$ cat src/rtl/irqc_pkg.sv
// Package: shared constants and types of the interrupt/event controller.
// Assumes byte offsets on a 6-bit address, word aligned.
package irqc_pkg;
    localparam int BUS_W  = 32;
    localparam int ADDR_W = 6;

    localparam logic [ADDR_W-1:0] OFS_INT_EN   = 6'h00;
    localparam logic [ADDR_W-1:0] OFS_INT_PEND = 6'h04;
    localparam logic [ADDR_W-1:0] OFS_INT_SET  = 6'h08;
    localparam logic [ADDR_W-1:0] OFS_INT_CLR  = 6'h0C;
    localparam logic [ADDR_W-1:0] OFS_EVT_EN   = 6'h10;
    localparam logic [ADDR_W-1:0] OFS_EVT_PEND = 6'h14;
    localparam logic [ADDR_W-1:0] OFS_EVT_SET  = 6'h18;
    localparam logic [ADDR_W-1:0] OFS_EVT_CLR  = 6'h1C;
    localparam logic [ADDR_W-1:0] OFS_SLEEP    = 6'h20;

    // Per-bank decoded write strobes
    typedef struct packed {
        logic en_wr;
        logic set_wr;
        logic clr_wr;
    } bank_wr_t;
endpackage

$ cat src/rtl/irqc_edge.sv
// Module: rising-edge detector for the request lines.
// Assumes the lines are already synchronous to clk.
module irqc_edge #(
    parameter int NUM_LINES = 32
) (
    input  logic                 clk,
    input  logic                 rst_n,
    input  logic [NUM_LINES-1:0] lines,
    output logic [NUM_LINES-1:0] rise
);
    logic [NUM_LINES-1:0] lines_q;

    // Remember the previous line levels
    always_ff @(posedge clk) begin
        if (!rst_n) lines_q <= '0;
        else        lines_q <= lines;
    end

    // A bit rises when it is high now and was low before
    always_comb rise = lines & ~lines_q;
endmodule

$ cat src/rtl/irqc_bank.sv
// Module: one enable/pending bank with write-one set and clear.
// Assumes at most one of the write strobes is active per cycle.
// A new edge wins over a clear of the same bit.
module irqc_bank #(
    parameter int NUM_LINES = 32
) (
    input  logic                  clk,
    input  logic                  rst_n,
    input  irqc_pkg::bank_wr_t    wr,
    input  logic [NUM_LINES-1:0]  wdata,
    input  logic [NUM_LINES-1:0]  rise,
    output logic [NUM_LINES-1:0]  en_q,
    output logic [NUM_LINES-1:0]  pend_q
);
    logic [NUM_LINES-1:0] set_mask;
    logic [NUM_LINES-1:0] clr_mask;
    logic [NUM_LINES-1:0] pend_d;

    // Build the set and clear masks from the strobes
    always_comb begin
        set_mask = wr.set_wr ? wdata : '0;
        clr_mask = wr.clr_wr ? wdata : '0;
        pend_d   = ((pend_q | set_mask) & ~clr_mask) | rise;
    end

    // Enable register, loaded by a full write
    always_ff @(posedge clk) begin
        if (!rst_n)        en_q <= '0;
        else if (wr.en_wr) en_q <= wdata;
    end

    // Pending register update
    always_ff @(posedge clk) begin
        if (!rst_n) pend_q <= '0;
        else        pend_q <= pend_d;
    end
endmodule

$ cat src/rtl/irqc_prio.sv
// Module: finds the highest set bit of a request vector.
// Returns index 0 and any=0 when the vector is empty.
module irqc_prio #(
    parameter int NUM_LINES = 32,
    localparam int ID_W     = $clog2(NUM_LINES)
) (
    input  logic [NUM_LINES-1:0] req,
    output logic                 any,
    output logic [ID_W-1:0]      idx
);
    // Scan upward so the last hit (the highest line) wins
    always_comb begin
        any = 1'b0;
        idx = '0;
        for (int i = 0; i < NUM_LINES; i++) begin
            if (req[i]) begin
                any = 1'b1;
                idx = ID_W'(i);
            end
        end
    end
endmodule

$ cat src/rtl/irqc_top.sv
// Module: interrupt and wake-event controller top.
// Decodes the register bus, holds the two banks and the sleep bit,
// and selects the interrupt sent to the core.
// Assumes NUM_LINES <= 32 and one bus write per cycle.
module irqc_top #(
    parameter int NUM_LINES = 32,
    localparam int ID_W     = $clog2(NUM_LINES),
    localparam int VEC_W    = ID_W + 2
) (
    input  logic                        clk,
    input  logic                        rst_n,
    input  logic [NUM_LINES-1:0]        req_lines,
    input  logic [irqc_pkg::ADDR_W-1:0] bus_addr,
    input  logic                        bus_we,
    input  logic [irqc_pkg::BUS_W-1:0]  bus_wdata,
    output logic [irqc_pkg::BUS_W-1:0]  bus_rdata,
    output logic                        irq_req,
    output logic [ID_W-1:0]             irq_id,
    output logic [VEC_W-1:0]            irq_vec,
    output logic                        sleep_req,
    output logic                        wake
);
    import irqc_pkg::*;

    logic [NUM_LINES-1:0] rise;
    logic [NUM_LINES-1:0] int_en, int_pend, evt_en, evt_pend;
    logic [NUM_LINES-1:0] wdata_l;
    bank_wr_t             int_wr, evt_wr;
    logic                 sleep_wr;
    logic                 evt_hit;
    logic                 sleep_q;

    assign wdata_l = bus_wdata[NUM_LINES-1:0];

    irqc_edge #(.NUM_LINES(NUM_LINES)) u_edge (
        .clk   (clk),
        .rst_n (rst_n),
        .lines (req_lines),
        .rise  (rise)
    );

    // Decode the write strobes; pending offsets are read-only
    always_comb begin
        int_wr.en_wr  = bus_we && (bus_addr == OFS_INT_EN);
        int_wr.set_wr = bus_we && (bus_addr == OFS_INT_SET);
        int_wr.clr_wr = bus_we && (bus_addr == OFS_INT_CLR);
        evt_wr.en_wr  = bus_we && (bus_addr == OFS_EVT_EN);
        evt_wr.set_wr = bus_we && (bus_addr == OFS_EVT_SET);
        evt_wr.clr_wr = bus_we && (bus_addr == OFS_EVT_CLR);
        sleep_wr      = bus_we && (bus_addr == OFS_SLEEP);
    end

    irqc_bank #(.NUM_LINES(NUM_LINES)) u_int_bank (
        .clk    (clk),
        .rst_n  (rst_n),
        .wr     (int_wr),
        .wdata  (wdata_l),
        .rise   (rise),
        .en_q   (int_en),
        .pend_q (int_pend)
    );

    irqc_bank #(.NUM_LINES(NUM_LINES)) u_evt_bank (
        .clk    (clk),
        .rst_n  (rst_n),
        .wr     (evt_wr),
        .wdata  (wdata_l),
        .rise   (rise),
        .en_q   (evt_en),
        .pend_q (evt_pend)
    );

    irqc_prio #(.NUM_LINES(NUM_LINES)) u_prio (
        .req (int_en & int_pend),
        .any (irq_req),
        .idx (irq_id)
    );

    // Vector byte address: one word per line
    always_comb irq_vec = {irq_id, 2'b00};

    // Any enabled event pending
    always_comb evt_hit = |(evt_en & evt_pend);

    // Sleep bit: an enabled event overrides a software write
    always_ff @(posedge clk) begin
        if (!rst_n)        sleep_q <= 1'b0;
        else if (evt_hit)  sleep_q <= 1'b0;
        else if (sleep_wr) sleep_q <= bus_wdata[0];
    end

    // Drive the clock gating outputs
    always_comb begin
        sleep_req = sleep_q;
        wake      = sleep_q && evt_hit;
    end

    // Read mux; write-only and unmapped offsets return zero
    always_comb begin
        unique case (bus_addr)
            OFS_INT_EN:   bus_rdata = BUS_W'(int_en);
            OFS_INT_PEND: bus_rdata = BUS_W'(int_pend);
            OFS_EVT_EN:   bus_rdata = BUS_W'(evt_en);
            OFS_EVT_PEND: bus_rdata = BUS_W'(evt_pend);
            OFS_SLEEP:    bus_rdata = BUS_W'(sleep_q);
            default:      bus_rdata = '0;
        endcase
    end
endmodule

$ cat config.mk
export PLATFORM = sky130hd
export DESIGN_NAME = irqc_top
export DESIGN_NICKNAME = d
export VERILOG_FILES = /design/src/rtl/irqc_pkg.sv /design/src/rtl/irqc_edge.sv /design/src/rtl/irqc_bank.sv /design/src/rtl/irqc_prio.sv /design/src/rtl/irqc_top.sv
export SDC_FILE = /design/constraint.sdc
export NUM_CORES = 1
export LEC_CHECK = 0
export ABC_AREA = 1
export BUFFER_PORTS_ARGS = -buffer_cell sky130_fd_sc_hd__buf_2
export CAP_MARGIN = 15
export CORE_ASPECT_RATIO = 0.7
export CORE_MARGIN = 2
export CORE_UTILIZATION = 56
export CTS_CLUSTER_DIAMETER = 30
export DETAILED_ROUTE_END_ITERATION = 8
export GPL_ROUTABILITY_DRIVEN = 0
export PLACE_DENSITY = 0.8
export SLEW_MARGIN = 20
export SYNTH_ARGS = -nofsm -noshare
export SYNTH_HDL_FRONTEND = slang
export SYNTH_SLANG_ARGS = --single-unit
$ cat constraint.sdc
create_clock -name clk -period 2.45 [get_ports clk]
set_input_delay 0.245 -clock clk [delete_from_list [all_inputs] [get_ports clk]]
set_output_delay 0.245 -clock clk [all_outputs]
set_load 0.1 [all_outputs]
==> results.tsv <==
stage	metric	value	unit
detailed_routing	WL final	21.1	mm
clock_tree	Root Buffer	clkbuf_16	
timing	Final Slew Violations	0	
detailed_routing	Routed WL per cell	16.4	um
hold_path	worst min path class	in -> reg	
layout	area of the multi-input gates	3300	um2
clock_tree	Clk Latency, worst-skew pair	0.43	ns
global_routing	vias in the first global route	6737	
layout	Diodes inserted	0	
layout	Final Cell Area	9140	um2
detailed_routing	WL met2	9.33	mm
die	die area	13600	um2
detailed_routing	Routed Antenna Nets	0	
timing	# setup viols final	4	
worst_setup_path	slowest cell delay on critical path	0.34	ns
die	Die X	139	um
worst_setup_path	CP Capture Type	primary output	
detailed_routing	Via-to-Cell Ratio	5.74	
timing	crit path time final	2.92	ns
layout	Final nets	1186	
logic_synthesis	top-area cell type share of the netlist area	45.3	%
logic_synthesis	cell area after synthesis	7110	um2
run_status	failing checks	setup timing	
detailed_routing	WL met1	8.96	mm
hold_path	hold_sp	req_lines[27]	
detailed_routing	top sig layer	met4	
timing	Worst Clk Skew	0.00607	ns
detailed_routing	met3 WL	2.28	mm
worst_setup_path	WS Path Type	reg -> out	
timing	RSZ-0062 raised after global routing	yes	
run_status	status	finished, violations left	
worst_setup_path	Arr. time, crit path	2.67	ns
logic_synthesis	syn avg cell area	7.01	um2
worst_setup_path	CP max stage cell	dfxtp_2	
worst_setup_path	Crit Path Max Fanout	2	
clock_tree	CTS clk-pin slew, worst paths	0.07	ns
layout	total of fill cells in the finished design	949	
worst_setup_path	Critical Path Start Type	flop	
detailed_routing	DR DRC count	0	
timing	Fmax achieved	0.343	GHz
worst_setup_path	Buf/Inv on CP	2	
layout	Layout area overhead	28.5	%
timing	final hold vios	0	
layout	Register Area	3230	um2
timing	worst rel slew slack	60.0	%
logic_synthesis	Warnings, synthesis	0	
timing	WHS	0.00477	ns
global_routing	gr ovfl total	0	
global_routing	largest net degree at the start of global routing	98	
worst_setup_path	Worst R2R End	sleep_req$_SDFFE_PP0P_	
logic_synthesis	Seq/Total Area, Yosys	45.3	%
layout	most common cell after layout, fill and taps aside	nand2_1	
die	Initial Utilization	57.2	%
worst_setup_path	Top delay family on crit path	simple AND/OR/NAND/NOR gates	
logic_synthesis	synthesized flop and latch total	161	
worst_setup_path	Worst R2R Path Depth	6	
die	Chip Height	98.3	um
clock_tree	CTS tree	yes	
place	placed cell areas	8410	um2
place	post-DP HPWL	13.2	mm
hold_path	Worst Hold End	u_edge.lines_q[27]$_SDFF_PN0_	
pwr	Pwr Total	6.09	mW
clock_tree	CTS H-tree lvls	4	
pwr	PD cells	667	nW/um2
clock_tree	Max clock buf depth	2	
timing	Slew @ Worst Pin	0.599	ns
logic_synthesis	cells after synthesis	1014	
timing	final worst slack	-0.467	ns
global_routing	first-pass GRT wire length	33.5	mm
die	I/O pin count	120	
clock_tree	total CTS buffers	17	
pwr	Pleak	4.34	nW
place	# port buffers	117	
global_routing	gr usage total	30.5	%
timing	Setup TNS	-1.08	ns
logic_synthesis	Netlist cell types	26	
layout	final design utilization	73.6	%
die	row count	34	
worst_setup_path	R2R setup slack	0.76	ns
pwr	peak supply drop	0.542	mV
logic_synthesis	synth top area cells	dfxtp_1, nand2_1, a21oi_1, o22ai_1, inv_1	
global_routing	antenna violations before repair	0	
worst_setup_path	Most common cell on crit path	nand2_1	
detailed_routing	drt first pass iters	5	
hold_path	hold depth	3	
job	max-cap violation count	0	
detailed_routing	routed vias	7394	
clock_tree	Sink Count	161	
worst_setup_path	CP required	2.20	ns
die	core area	12400	um2
timing	crit share post-route	119	%
layout	proportion of layout cells with a drive suffix above 1	17.7	%
worst_setup_path	RR Startpoint	u_evt_bank.pend_q[26]$_SDFF_PN0_	
detailed_routing	DR iter-0 viols	713	
layout	most frequent cells in the layout	nand2_1, dfxtp_1, a21oi_1	
logic_synthesis	area leader, netlist	dfxtp_1	
[tightest hold or removal path, cell delays in order]
cell and delay, ns:
buf_2 0.09, nand2_1 0.04, inv_1 0.04
[per-layer routing]
metal	track usage [%]	vias up
li1	-	3578
met1	42.2	3297
met2	46.7	456
met3	7.41	63
met4	11.3	0
met5	0	-
[layout make-up]
type                            count  area share (%)
Timing Repair Buffer              139            15.2
Tap cell                          162            2.22
Inverter                          109            4.48
Clock buffer                       22            5.30
Multi-Input combinational cell    685            36.1
Clock inverter                     10            1.36
Sequential cell                   161            35.4
[Yosys cell counts (all sizes together)]
cell	count
o21ai	64
dfxtp	161
nand3	32
o22ai	64
o21bai	1
nor3	5
clkbuf	53
buf	7
a22o	1
or2	1
nand4	10
nor4	4
inv	109
nand2	244
conb	1
a31oi	1
a21oi	129
o31ai	1
a22oi	33
nor2	90
or4	1
o2111a	1
a221oi	1
[per-stage QoR]
| stage | setup slack, ns | cells |
|---|---|---|
| after global routing | -0.794 | 1288 |
| after detailed placement | -0.0341 | 1250 |
| after global placement | 0.0220 | 1250 |
| final | -0.467 | 1288 |
| after CTS | -0.435 | 1285 |
| after floorplan | -0.170 | 1015 |
[power by group]
part	leakage, nW	switching [mW]	internal (mW)
sequential	1.33	0.0817	2.74
combinational	2.72	0.359	0.185
clock	0.294	1.11	1.62
total	4.34	1.55	4.54
[flip-flops by register name, indices dropped and copies added (netlist names)]
register,count
u_int_bank.en_q,32
u_edge.lines_q,32
u_evt_bank.pend_q,32
sleep_req,1
u_evt_bank.en_q,32
u_int_bank.pend_q,32
[worst max-delay path by stage]
stage	to	cells past startpoint	start	slack, ns
6_report	irq_vec[2]	33	u_int_bank.en_q[1]$_SDFFE_PN0P_	-0.47
5_1_grt	irq_vec[2]	33	u_int_bank.en_q[1]$_SDFFE_PN0P_	-0.79
4_1_cts	irq_vec[2]	33	u_int_bank.en_q[1]$_SDFFE_PN0P_	-0.44
3_5_place_dp	irq_vec[2]	33	u_int_bank.en_q[1]$_SDFFE_PN0P_	-0.03
3_3_place_gp	irq_vec[2]	33	u_int_bank.en_q[1]$_SDFFE_PN0P_	0.02
2_1_floorplan	irq_vec[3]	15	u_int_bank.pend_q[3]$_SDFF_PN0_	-0.17
[cell families after synthesis]
family / synth area share [%]
compound gates: 23.4
simple gates: 21.9
flops: 45.3
other cells: 0.0527
buf+inv: 9.29
[timing repair]
item                                   4_1_cts  5_1_grt
endpoints found under the hold margin        1        1
buffers inserted                             2        2
gates resized for setup                     15       10
hold buffers                                 1        1
pin swaps                                    3       10
setup endpoints to repair                    5        5
cloned                                       0        0
Power figures use the tool's default switching activity.
